$ cat config.mk
export PLATFORM = sky130hd
export DESIGN_NAME = rnd_conv_unit
export DESIGN_NICKNAME = d
export VERILOG_FILES = /design/src/rtl/rnd_pkg.sv /design/src/rtl/rnd_tie_detect.sv /design/src/rtl/rnd_lane.sv /design/src/rtl/rnd_seq_fsm.sv /design/src/rtl/rnd_conv_unit.sv
export SDC_FILE = /design/constraint.sdc
export NUM_CORES = 1
export LEC_CHECK = 0
export ABC_AREA = 1
export BUFFER_PORTS_ARGS = -buffer_cell sky130_fd_sc_hd__buf_2
export CAP_MARGIN = 20
export CORE_UTILIZATION = 55
export CTS_BUF_LIST = sky130_fd_sc_hd__clkbuf_2
export CTS_CLUSTER_DIAMETER = 50
export DETAILED_ROUTE_END_ITERATION = 6
export GPL_ROUTABILITY_DRIVEN = 0
export PLACE_DENSITY_LB_ADDON = 0.2
export SLEW_MARGIN = 20
export SYNTH_ARGS = -nofsm -noshare
export SYNTH_HDL_FRONTEND = slang
export SYNTH_HIERARCHICAL = 1
export SYNTH_SLANG_ARGS = --single-unit
$ cat constraint.sdc
create_clock -name clk_i -period 0.8 [get_ports clk_i]
set_input_delay 0.16 -clock clk_i [delete_from_list [all_inputs] [get_ports clk_i]]
set_output_delay 0.16 -clock clk_i [all_outputs]
set_load 0.01 [all_outputs]
$ cat src/rtl/rnd_pkg.sv
package rnd_pkg;

    localparam int NARROW_W_DEF   = 40;
    localparam int NARROW_CUT_DEF = 16;
    localparam int WIDE_W_DEF     = 72;
    localparam int WIDE_CUT_DEF   = 32;

    typedef enum logic {
        ST_IDLE = 1'b0,
        ST_EMIT = 1'b1
    } rnd_state_e;

    typedef enum logic {
        RND_UNBIASED = 1'b0,
        RND_BIASED   = 1'b1
    } rnd_mode_e;

endpackage

$ cat src/rtl/rnd_tie_detect.sv
module rnd_tie_detect #(
    parameter int CUT = 16
) (
    input  logic [CUT-1:0] frac_i,
    output logic           half_o,
    output logic           tie_o
);

    // The half bit sits just below the cut; the tie needs everything under it clear.
    logic below_zero;

    generate
        if (CUT > 1) begin : g_below
            assign below_zero = ~|frac_i[CUT-2:0];
        end else begin : g_none
            assign below_zero = 1'b1;
        end
    endgenerate

    assign half_o = frac_i[CUT-1];
    assign tie_o  = frac_i[CUT-1] & below_zero;

endmodule

$ cat src/rtl/rnd_lane.sv
module rnd_lane #(
    parameter int IN_W = 40,
    parameter int CUT  = 16
) (
    input  logic [IN_W-1:0]     val_i,
    input  logic                biased_i,
    output logic [IN_W-CUT-1:0] kept_o,
    output logic                tie_o
);

    localparam int KW = IN_W - CUT;

    logic          half;
    logic          tie;
    logic [KW-1:0] incr;

    rnd_tie_detect #(.CUT(CUT)) tie_i (
        .frac_i (val_i[CUT-1:0]),
        .half_o (half),
        .tie_o  (tie)
    );

    // Add the half bit into the kept part; any carry out of the top is dropped.
    assign incr = val_i[IN_W-1:CUT] + KW'(half);

    always_comb begin
        kept_o = incr;
        if (tie && !biased_i) begin
            kept_o[0] = 1'b0;
        end
    end

    assign tie_o = tie;

endmodule

$ cat src/rtl/rnd_seq_fsm.sv
module rnd_seq_fsm
    import rnd_pkg::*;
(
    input  logic clk_i,
    input  logic rst_ni,
    input  logic go_i,
    output logic vld_o
);

    rnd_state_e state_q;
    rnd_state_e state_d;

    always_ff @(posedge clk_i or negedge rst_ni) begin
        if (!rst_ni) begin
            state_q <= ST_IDLE;
        end else begin
            state_q <= state_d;
        end
    end

    always_comb begin
        state_d = state_q;
        vld_o   = 1'b0;
        unique case (state_q)
            ST_IDLE: begin
                if (go_i) state_d = ST_EMIT;
            end
            ST_EMIT: begin
                vld_o = 1'b1;
                if (!go_i) state_d = ST_IDLE;
            end
            default: state_d = ST_IDLE;
        endcase
    end

    AST_VLD_AFTER_GO: assert property (@(posedge clk_i) disable iff (!rst_ni)
        go_i |=> vld_o);

    AST_NO_VLD_WITHOUT_GO: assert property (@(posedge clk_i) disable iff (!rst_ni)
        !go_i |=> !vld_o);

endmodule

$ cat src/rtl/rnd_conv_unit.sv
module rnd_conv_unit
    import rnd_pkg::*;
#(
    parameter int NARROW_W   = NARROW_W_DEF,
    parameter int NARROW_CUT = NARROW_CUT_DEF,
    parameter int WIDE_W     = WIDE_W_DEF,
    parameter int WIDE_CUT   = WIDE_CUT_DEF,
    localparam int NK        = NARROW_W - NARROW_CUT,
    localparam int WK        = WIDE_W - WIDE_CUT
) (
    input  logic              clk_i,
    input  logic              rst_ni,
    input  logic [WIDE_W-1:0] acc_i,
    input  logic              wide_i,
    input  logic              biased_i,
    input  logic              go_i,
    output logic [WK-1:0]     res_o,
    output logic              res_vld_o
);

    logic [NK-1:0] narrow_kept;
    logic [WK-1:0] wide_kept;
    logic          narrow_tie;
    logic          wide_tie;
    logic [WK-1:0] picked;

    rnd_lane #(.IN_W(NARROW_W), .CUT(NARROW_CUT)) narrow_lane_i (
        .val_i    (acc_i[NARROW_W-1:0]),
        .biased_i (biased_i),
        .kept_o   (narrow_kept),
        .tie_o    (narrow_tie)
    );

    rnd_lane #(.IN_W(WIDE_W), .CUT(WIDE_CUT)) wide_lane_i (
        .val_i    (acc_i),
        .biased_i (biased_i),
        .kept_o   (wide_kept),
        .tie_o    (wide_tie)
    );

    always_comb begin
        if (wide_i) begin
            picked = wide_kept;
        end else begin
            picked = WK'(narrow_kept);
        end
    end

    always_ff @(posedge clk_i or negedge rst_ni) begin
        if (!rst_ni) begin
            res_o <= '0;
        end else if (go_i) begin
            res_o <= picked;
        end
    end

    rnd_seq_fsm seq_i (
        .clk_i  (clk_i),
        .rst_ni (rst_ni),
        .go_i   (go_i),
        .vld_o  (res_vld_o)
    );

    AST_RES_HOLD: assert property (@(posedge clk_i) disable iff (!rst_ni)
        !go_i |=> $stable(res_o));

    AST_NARROW_TIE_EVEN: assert property (@(posedge clk_i) disable iff (!rst_ni)
        go_i && !wide_i && !biased_i && narrow_tie |=> !res_o[0]);

    AST_WIDE_TIE_EVEN: assert property (@(posedge clk_i) disable iff (!rst_ni)
        go_i && wide_i && !biased_i && wide_tie |=> !res_o[0]);

    AST_BIASED_TIE_UP: assert property (@(posedge clk_i) disable iff (!rst_ni)
        go_i && !wide_i && biased_i && narrow_tie |=>
        res_o[NK-1:0] == NK'($past(acc_i[NARROW_W-1:NARROW_CUT]) + NK'(1)));

    AST_BELOW_HALF_TRUNC: assert property (@(posedge clk_i) disable iff (!rst_ni)
        go_i && wide_i && !acc_i[WIDE_CUT-1] |=>
        res_o == $past(acc_i[WIDE_W-1:WIDE_CUT]));

    generate
        if (WK > NK) begin : g_narrow_top
            AST_NARROW_TOP_ZERO: assert property (@(posedge clk_i) disable iff (!rst_ni)
                go_i && !wide_i |=> res_o[WK-1:NK] == '0);
        end
    endgenerate

endmodule

==> out/summary.txt, run 1 <==
Outcome: did not finish
Last step reached: global routing (5_1_grt)
Tool Error: [ERROR GRT-0232] Routing congestion too high. Check the congestion heatmap in the GUI.
Core Rows: 31
Max H-tree Level: 2
Largest net degree at the start of global routing: 42
Post-synth EDFFs: 0
Initial Util: 56.9%
CTS Buffer Depth: 2
Most frequent cell after synthesis: nand2_1
Net count after synthesis: 794
Die Y: 88.6 µm
Dominant cells by area after synthesis: nand2_1, dfrtp_1, inv_1, nor2_1, nand3_1
Num ports: 118
Async SR Flop Fraction: 100%
Most frequent cells after synthesis: nand2_1, inv_1, nor2_1
Dpl cells: 1013
Post-synthesis sequential area ratio: 24.9%
Top_reg_cell synth: dfrtp_1
Avg Cell Area, Syn: 5.80 µm²
Worst EP post-GRT repair: res_o[28]
TritonCTS Sinks: 41
Gate count after technology mapping: 712
Placed inst area: 0.00568 mm²
Gr ovfl total: 590
Flop and latch count out of synthesis: 41
Die W: 88.6 µm
Synth top area share: 27.0%
Kind of the worst endpoint: output port
Yosys top cell by area: nand2_1
IO buf count: 117
Dpl hpwl: 10.3 mm
GRT Total Usage: 96.1%
Cts bufs inserted: 5
Netlist cell types: 24
Yosys warnings: 6
Clock root buffer: clkbuf_2
Mapped cell area: 0.00413 mm²
cells by family after synthesis:
family	Yosys count	synth area share [%]
DFF	41	24.9
adders and majority gates	5	1.52
xor gates and xnor gates	41	8.70
and+or+nand+nor	501	51.9
buffers and inverters	122	12.6
AOI/OAI and AO/OA	2	0.364
metrics by stage:
step	setup TNS [ns]	setup WS, ns
2_1_floorplan	-16.34	-0.605
3_3_place_gp	-24.27	-0.717
3_5_place_dp	-26.02	-0.801
4_1_cts	-21.11	-0.397
repair_timing:
item / 4_1_cts
pin swaps: 75
gates resized for setup: 120
hold buffers: 2
hold endpoints to repair: 42
setup buffers: 25
endpoints found under the setup margin: 79
routing by layer:
layer | overflow | track usage [%]
met1 | 4 | 85.8
met3 | 4 | 64.7
met4 | 153 | 118
met2 | 429 | 129
met5 | 0 | 26.6
==> inputs of run 2 (changes only) <==
--- a/config.mk
+++ b/config.mk
@@ -8,12 +8,10 @@
 export ABC_AREA = 1
 export BUFFER_PORTS_ARGS = -buffer_cell sky130_fd_sc_hd__buf_2
 export CAP_MARGIN = 20
-export CORE_UTILIZATION = 55
-export CTS_BUF_LIST = sky130_fd_sc_hd__clkbuf_2
-export CTS_CLUSTER_DIAMETER = 50
+export CORE_UTILIZATION = 40
 export DETAILED_ROUTE_END_ITERATION = 6
 export GPL_ROUTABILITY_DRIVEN = 0
-export PLACE_DENSITY_LB_ADDON = 0.2
+export PLACE_DENSITY_LB_ADDON = 0.15
 export SLEW_MARGIN = 20
 export SYNTH_ARGS = -nofsm -noshare
 export SYNTH_HDL_FRONTEND = slang
==> run 2 against run 1 <==
Effect of this change: synthesized cell count stayed put; area after synthesis stayed put; the flow now finishes, with violations (setup timing).
==> out/summary.txt, run 2 <==
Outcome: complete, but fails checks (was did not finish)
Failing checks: setup timing
Fin cells: 1095
Measured slew at the worst slew-check pin: 0.254 ns
Dominant cells by area after synthesis: nand2_1, dfrtp_1, inv_1, nor2_1, nand3_1 (unchanged)
Post-synth EDFFs: 0 (unchanged)
GRT Total Usage: 25.6%
Gr ovfl total: 0
WL final: 14.4 mm
RSZ-0062 raised after global routing: yes
HP Start: acc_i[71]
Biggest register: res_o
Filler instances: 889
DIE AREA: 0.0107 mm²
Most common cell after layout, fill and taps aside: nand2_1
Drt drc: 0
Clock power share: 23.7%
Crit end category: register
Mux share of post-synthesis cell area: 0% (unchanged)
Flop pwr share: 37.4%
IO buf count: 117 (unchanged)
Pleak: 3.69 nW
Detail Route Antenna Nets: 0
Netlist cell types: 24 (unchanged)
Initial Util: 41.8% (was 56.9%)
Clock skew: 0 ns
Post-synthesis sequential area ratio: 24.9% (unchanged)
Top_reg_cell synth: dfrtp_1 (unchanged)
Final setup violating endpoints: 80
Worst skew pair latency: 0.30 ns
TritonCTS Sinks: 41 (unchanged)
Max H-tree Level: 2 (unchanged)
R2r startpoint: res_o[22]
Worst path required time: 1.03 ns
Crit path max fanout: 3
Reg clk slew, reported paths: 0.08 ns
Layout cell share with drive strength beyond 1: 40.1%
Largest net degree at the start of global routing: 42
HP Class: input pin to register
Dpl cells: 1046 (was 1013)
Origin of the worst setup path: acc_i[32]
Yosys warnings: 6 (unchanged)
Mapped cell area: 0.00413 mm² (unchanged)
Net count after synthesis: 794 (unchanged)
Worst VDD drop: 0.000702 V
Reg2reg path depth: 4
Cell Int Power: 0.00424 W
Synth Area in Adders: 1.52% (unchanged)
N_diodes: 0
Maxcap violations: 0
R2R Path End: res_o[22]
Yosys top cell by area: nand2_1 (unchanged)
Num ports: 118 (unchanged)
Top Registers: res_o x40, seq_i/state_q x1
Slew margin rel.: 82.9%
Sw Share: 33.2%
Dpl hpwl: 10.4 mm (was 10.3 mm)
Final period utilization: 157%
Slew Viols, Final: 0
Clock tree from TritonCTS: yes
Avg Cell Area, Syn: 5.80 µm² (unchanged)
Layout-stage area growth over the synthesis result: 62.3%
Fmax: 0.796 GHz
Number of global-route vias before repair: 4960
Synth Area in Compound Gates: 0.364% (unchanged)
Flop and latch count out of synthesis: 41 (unchanged)
XOR/XNOR Fraction of Synth Area: 8.70% (unchanged)
Clock root buffer: clkbuf_8 (was clkbuf_2)
Crit start category: input pin
Psw: 0.00211 W
Most frequent cells after synthesis: nand2_1, inv_1, nor2_1 (unchanged)
Initial DRT Pass Iterations: 5
Largest family of logic cells by synthesized area: simple AND/OR/NAND/NOR gates (unchanged)
Async SR Flop Fraction: 100% (unchanged)
Die Y: 104 µm (was 88.6 µm)
CTS Buffer Depth: 2 (unchanged)
Initial antenna violation count: 0
Via count: 5224
Largest register FFs: 40
Synth Area in Simple Gates: 51.9% (unchanged)
First-pass GRT wire length: 22.6 mm
DR WL/cell: 13.2 µm
CP Capture Point: res_o[22]
Critical path arrival: 1.49 ns
Combinational power share: 38.9%
R2R setup slack: -0.04 ns
Die W: 104 µm (was 88.6 µm)
NumNets Final: 1043
Period minus WS final: 1.26 ns
Power density cells: 949 mW/mm²
Avg Vias per Cell: 4.77
DRT iter0 DRCs: 277
Synth top area share: 27.0% (unchanged)
Commonest non-fill, non-tap cells in the layout: nand2_1, buf_4, buf_2, inv_1, nor2_1
Core ar.: 0.00986 mm²
Most frequent cell after synthesis: nand2_1 (unchanged)
Core Rows: 36 (was 31)
Gate count after technology mapping: 712 (unchanged)
CP Class: input pin to register
Setup TNS: -20.09 ns
Setup WS post-layout: -0.457 ns
Final number of hold-violating endpoints: 0
Cts bufs inserted: 5 (unchanged)
-- run 2: cell families (layout without fill, tap and decap cells) --
| family | Yosys count | count (layout) |
|---|---|---|
| flip-flops | 41 | 41 |
| XOR/XNOR | 41 | 41 |
| AO/OA/AOI/OAI | 2 | 2 |
| adder cells (fa/ha/maj) | 5 | 5 |
| buffers and inverters | 122 | 372 |
| AND/OR/NAND/NOR | 501 | 501 |
-- run 2: per-layer routing --
metal	vias up	global-route usage [%]	wire [µm]
li1	2622	-	-
met1	2392	33.6	6260
met2	167	43.7	7010
met3	43	3.40	699
met4	0	7.45	472
met5	-	0	0
-- run 2: repair_timing --
action	in CTS	in global routing
endpoints found under the hold margin	41	0
pin swaps	74	53
buffers inserted	24	19
hold buffers	1	0
setup endpoints to repair	80	80
resized for setup	96	60
-- run 2: how the worst min path moves through the flow --
stage	endpoint	slack (ns)	cells past startpoint
floorplan	res_o[0]	-0.14	0
global placement	res_o[8]	0.15	2
detailed placement	res_o[9]	0.14	2
CTS	seq_i/state_q	0.21	2
global route	seq_i/state_q	0.21	2
finish	res_o[39]	0.21	5
-- run 2: cell type report --
class	instances	area, µm²	area share, %
repair buffers	260	1900	28.4
clock inverters	1	5.00	0.0747
inverters	104	405	6.05
clock buffers	7	96.3	1.44
well taps	133	166	2.49
multi-input cells	549	3100	46.2
flip-flops and latches	41	1030	15.3
-- run 2: power by group through the flow --
stage                     registers [W]  clock network [W]  logic (W)
after global placement          0.00241                  0    0.00198
final                           0.00238            0.00150    0.00247
after CTS                       0.00237            0.00155    0.00226
after global routing            0.00240            0.00163    0.00270
after detailed placement        0.00241                  0    0.00201
after floorplan                 0.00251                  0   0.000855
-- run 2: metrics by stage --
stage	cell area (µm²)	power, W	setup WS [ns]	util [%]	hold slack [ns]
2_1_floorplan	4270	0.00336	-0.605	-	-0.136
3_3_place_gp	5710	0.00439	-0.742	57.9	0.147
3_5_place_dp	5710	0.00442	-0.766	57.9	0.145
4_1_cts	6340	0.00618	-0.395	64.3	0.211
5_1_grt	6700	0.00673	-0.540	67.9	0.213
6_report	6700	0.00635	-0.457	67.9	0.213
-- run 2: critical path, cell delays in order --
cell and delay [ns]:
buf_8 0.08, ha_4 0.16, ha_4 0.17, nand2_4 0.06
nor2_4 0.10, nand2_1 0.10, nor2_4 0.14, nand2_1 0.09
xnor2_1 0.17, inv_1 0.06, nand2_1 0.05, nand3_1 0.08
nand2_1 0.07
Note: power is estimated with default switching activity, not from simulation.
==> inputs of run 3 (changes only) <==
--- a/config.mk
+++ b/config.mk
@@ -12,6 +12,7 @@
 export DETAILED_ROUTE_END_ITERATION = 6
 export GPL_ROUTABILITY_DRIVEN = 0
 export PLACE_DENSITY_LB_ADDON = 0.15
+export SKIP_CTS_REPAIR_TIMING = 1
 export SLEW_MARGIN = 20
 export SYNTH_ARGS = -nofsm -noshare
 export SYNTH_HDL_FRONTEND = slang
==> run 3 against run 2 <==
Effect of this change: the flow still finishes with violations (setup timing); maximum frequency rose by 2.0%; critical endpoint is now res_o[19]; worst hold slack lost 0.0036 ns; setup slack improved by 0.025 ns; cell area down 4.1%; combinational power fell by 6%; sequential power about the same.
==> out/summary.txt, run 3 (synthesis results as in run 2) <==
DRT iter0 DRCs: 269 (was 277)
Setup TNS: -19.96 ns (was -20.09 ns)
Setup WS post-layout: -0.432 ns (was -0.457 ns)
DR WL/cell: 12.6 µm (was 13.2 µm)
Via count: 5109 (was 5224)
Final setup violating endpoints: 80 (unchanged)
Fmax: 0.812 GHz (was 0.796 GHz)
RSZ-0062 raised after global routing: yes (unchanged)
DIE AREA: 0.0107 mm² (unchanged)
Number of global-route vias before repair: 4678 (was 4960)
Num ports: 118 (unchanged)
Initial Util: 41.8% (unchanged)
Worst skew pair latency: 0.30 ns (about the same)
Avg Vias per Cell: 4.73 (was 4.77)
First-pass GRT wire length: 21.4 mm (was 22.6 mm)
Reg clk slew, reported paths: 0.08 ns (about the same)
Slew margin rel.: 83.5% (was 82.9%)
Initial DRT Pass Iterations: 5 (unchanged)
Detail Route Antenna Nets: 0 (unchanged)
Final period utilization: 154% (was 157%)
Clock skew: 0 ns (unchanged)
Clock tree from TritonCTS: yes (unchanged)
Hold Worst Slack: 0.209 ns (was 0.213 ns)
Crit start category: input pin (unchanged)
Power density cells: 967 mW/mm² (was 949 mW/mm²)
CTS Buffer Depth: 2 (unchanged)
Most common cell after layout, fill and taps aside: nand2_1 (unchanged)
Commonest non-fill, non-tap cells in the layout: nand2_1, buf_4, buf_2, inv_1, nor2_1 (unchanged)
Dpl hpwl: 10.4 mm (unchanged)
Worst path required time: 0.99 ns (was 1.03 ns)
Final number of hold-violating endpoints: 0 (unchanged)
Clock root buffer: clkbuf_8 (unchanged)
Biggest register: res_o (unchanged)
R2R setup slack: 0.05 ns (was -0.04 ns)
Largest net degree at the start of global routing: 42 (unchanged)
N_diodes: 0 (unchanged)
Layout cell share with drive strength beyond 1: 36.7% (was 40.1%)
Core ar.: 0.00986 mm² (unchanged)
GRT Total Usage: 24.2% (was 25.6%)
Layout-stage area growth over the synthesis result: 55.6% (was 62.3%)
Die Y: 104 µm (unchanged)
Critical path arrival: 1.43 ns (was 1.49 ns)
Drt drc: 0 (unchanged)
Top Registers: res_o x40, seq_i/state_q x1 (unchanged)
Initial antenna violation count: 0 (unchanged)
Final Total Pwr: 0.00621 W (was 0.00635 W)
Gr ovfl total: 0 (unchanged)
IO buf count: 117 (unchanged)
NumNets Final: 1029 (was 1043)
Failing checks: setup timing (unchanged)
Worst VDD drop: 0.000701 V (was 0.000702 V)
Core Rows: 36 (unchanged)
HP Class: input pin to register (unchanged)
Outcome: complete, but fails checks (unchanged)
Period minus WS final: 1.23 ns (was 1.26 ns)
Crit end category: register (unchanged)
Pleak: 3.58 nW (was 3.69 nW)
Post-route cell area: 0.00642 mm² (was 0.00670 mm²)
Die W: 104 µm (unchanged)
Slew Viols, Final: 0 (unchanged)
Maxcap violations: 0 (unchanged)
Filler instances: 919 (was 889)
Max H-tree Level: 2 (unchanged)
WL final: 13.6 mm (was 14.4 mm)
Measured slew at the worst slew-check pin: 0.246 ns (was 0.254 ns)
TritonCTS Sinks: 41 (unchanged)
Largest register FFs: 40 (unchanged)
Cts bufs inserted: 5 (unchanged)
Placed inst area: 0.00571 mm² (unchanged)
Crit path max fanout: 4 (was 3)
CP Class: input pin to register (unchanged)
[run 3: stage by stage]
step / setup WS (ns) / util (%) / std cells
floorplan: -0.605 / - / 712
global placement: -0.742 / 57.9 / 1046
detailed placement: -0.766 / 57.9 / 1046
CTS: -0.456 / 58.9 / 1054
global route: -0.509 / 65.1 / 1081
finish: -0.432 / 65.1 / 1081
[run 3: metal layers]
metal | up-vias | share of wire [%] | global-route usage, %
met2 | 142 | 49 | 40.7
met1 | 2357 | 45 | 33.0
met4 | 0 | 1.3 | 5.07
met3 | 17 | 5.4 | 3.15
met5 | - | 0 | 0
li1 | 2593 | - | -
[run 3: final timing paths]
path / startpoint / cells after the start / to
min in group asynchronous: rst_ni / 3 / res_o[9]
max in group asynchronous: rst_ni / 3 / res_o[30]
hold / removal: acc_i[71] / 5 / res_o[39]
setup / recovery: acc_i[32] / 12 / res_o[19]
setup reg to reg: res_o[4] / 3 / res_o[4]
hold reg to reg: res_o[29] / 2 / res_o[29]
[run 3: cell type report]
| type | count | area, µm² | area share (%) |
|---|---|---|---|
| Clock buffer | 7 | 96.3 | 1.50 |
| Clock inverter | 1 | 5.00 | 0.0779 |
| Inverter | 104 | 398 | 6.20 |
| Multi-Input combinational cell | 549 | 3000 | 46.6 |
| Sequential cell | 41 | 1030 | 16.0 |
| Tap cell | 133 | 166 | 2.59 |
| Timing Repair Buffer | 246 | 1740 | 27.0 |
[run 3: power breakdown]
group | internal, W | leakage [nW] | switching [W]
clock network | 0.000781 | 0.0542 | 0.000741
registers | 0.00227 | 0.508 | 0.000109
logic | 0.00109 | 3.02 | 0.00122
[run 3: worst max-delay path, cell delays in order]
cell	delay, ns
buf_8	0.08
ha_4	0.15
inv_1	0.07
nor2_4	0.14
nand2_2	0.09
nor2_4	0.24
nand2_2	0.11
xnor2_2	0.14
inv_1	0.05
nand2_1	0.06
nand3_2	0.08
nand2_1	0.05
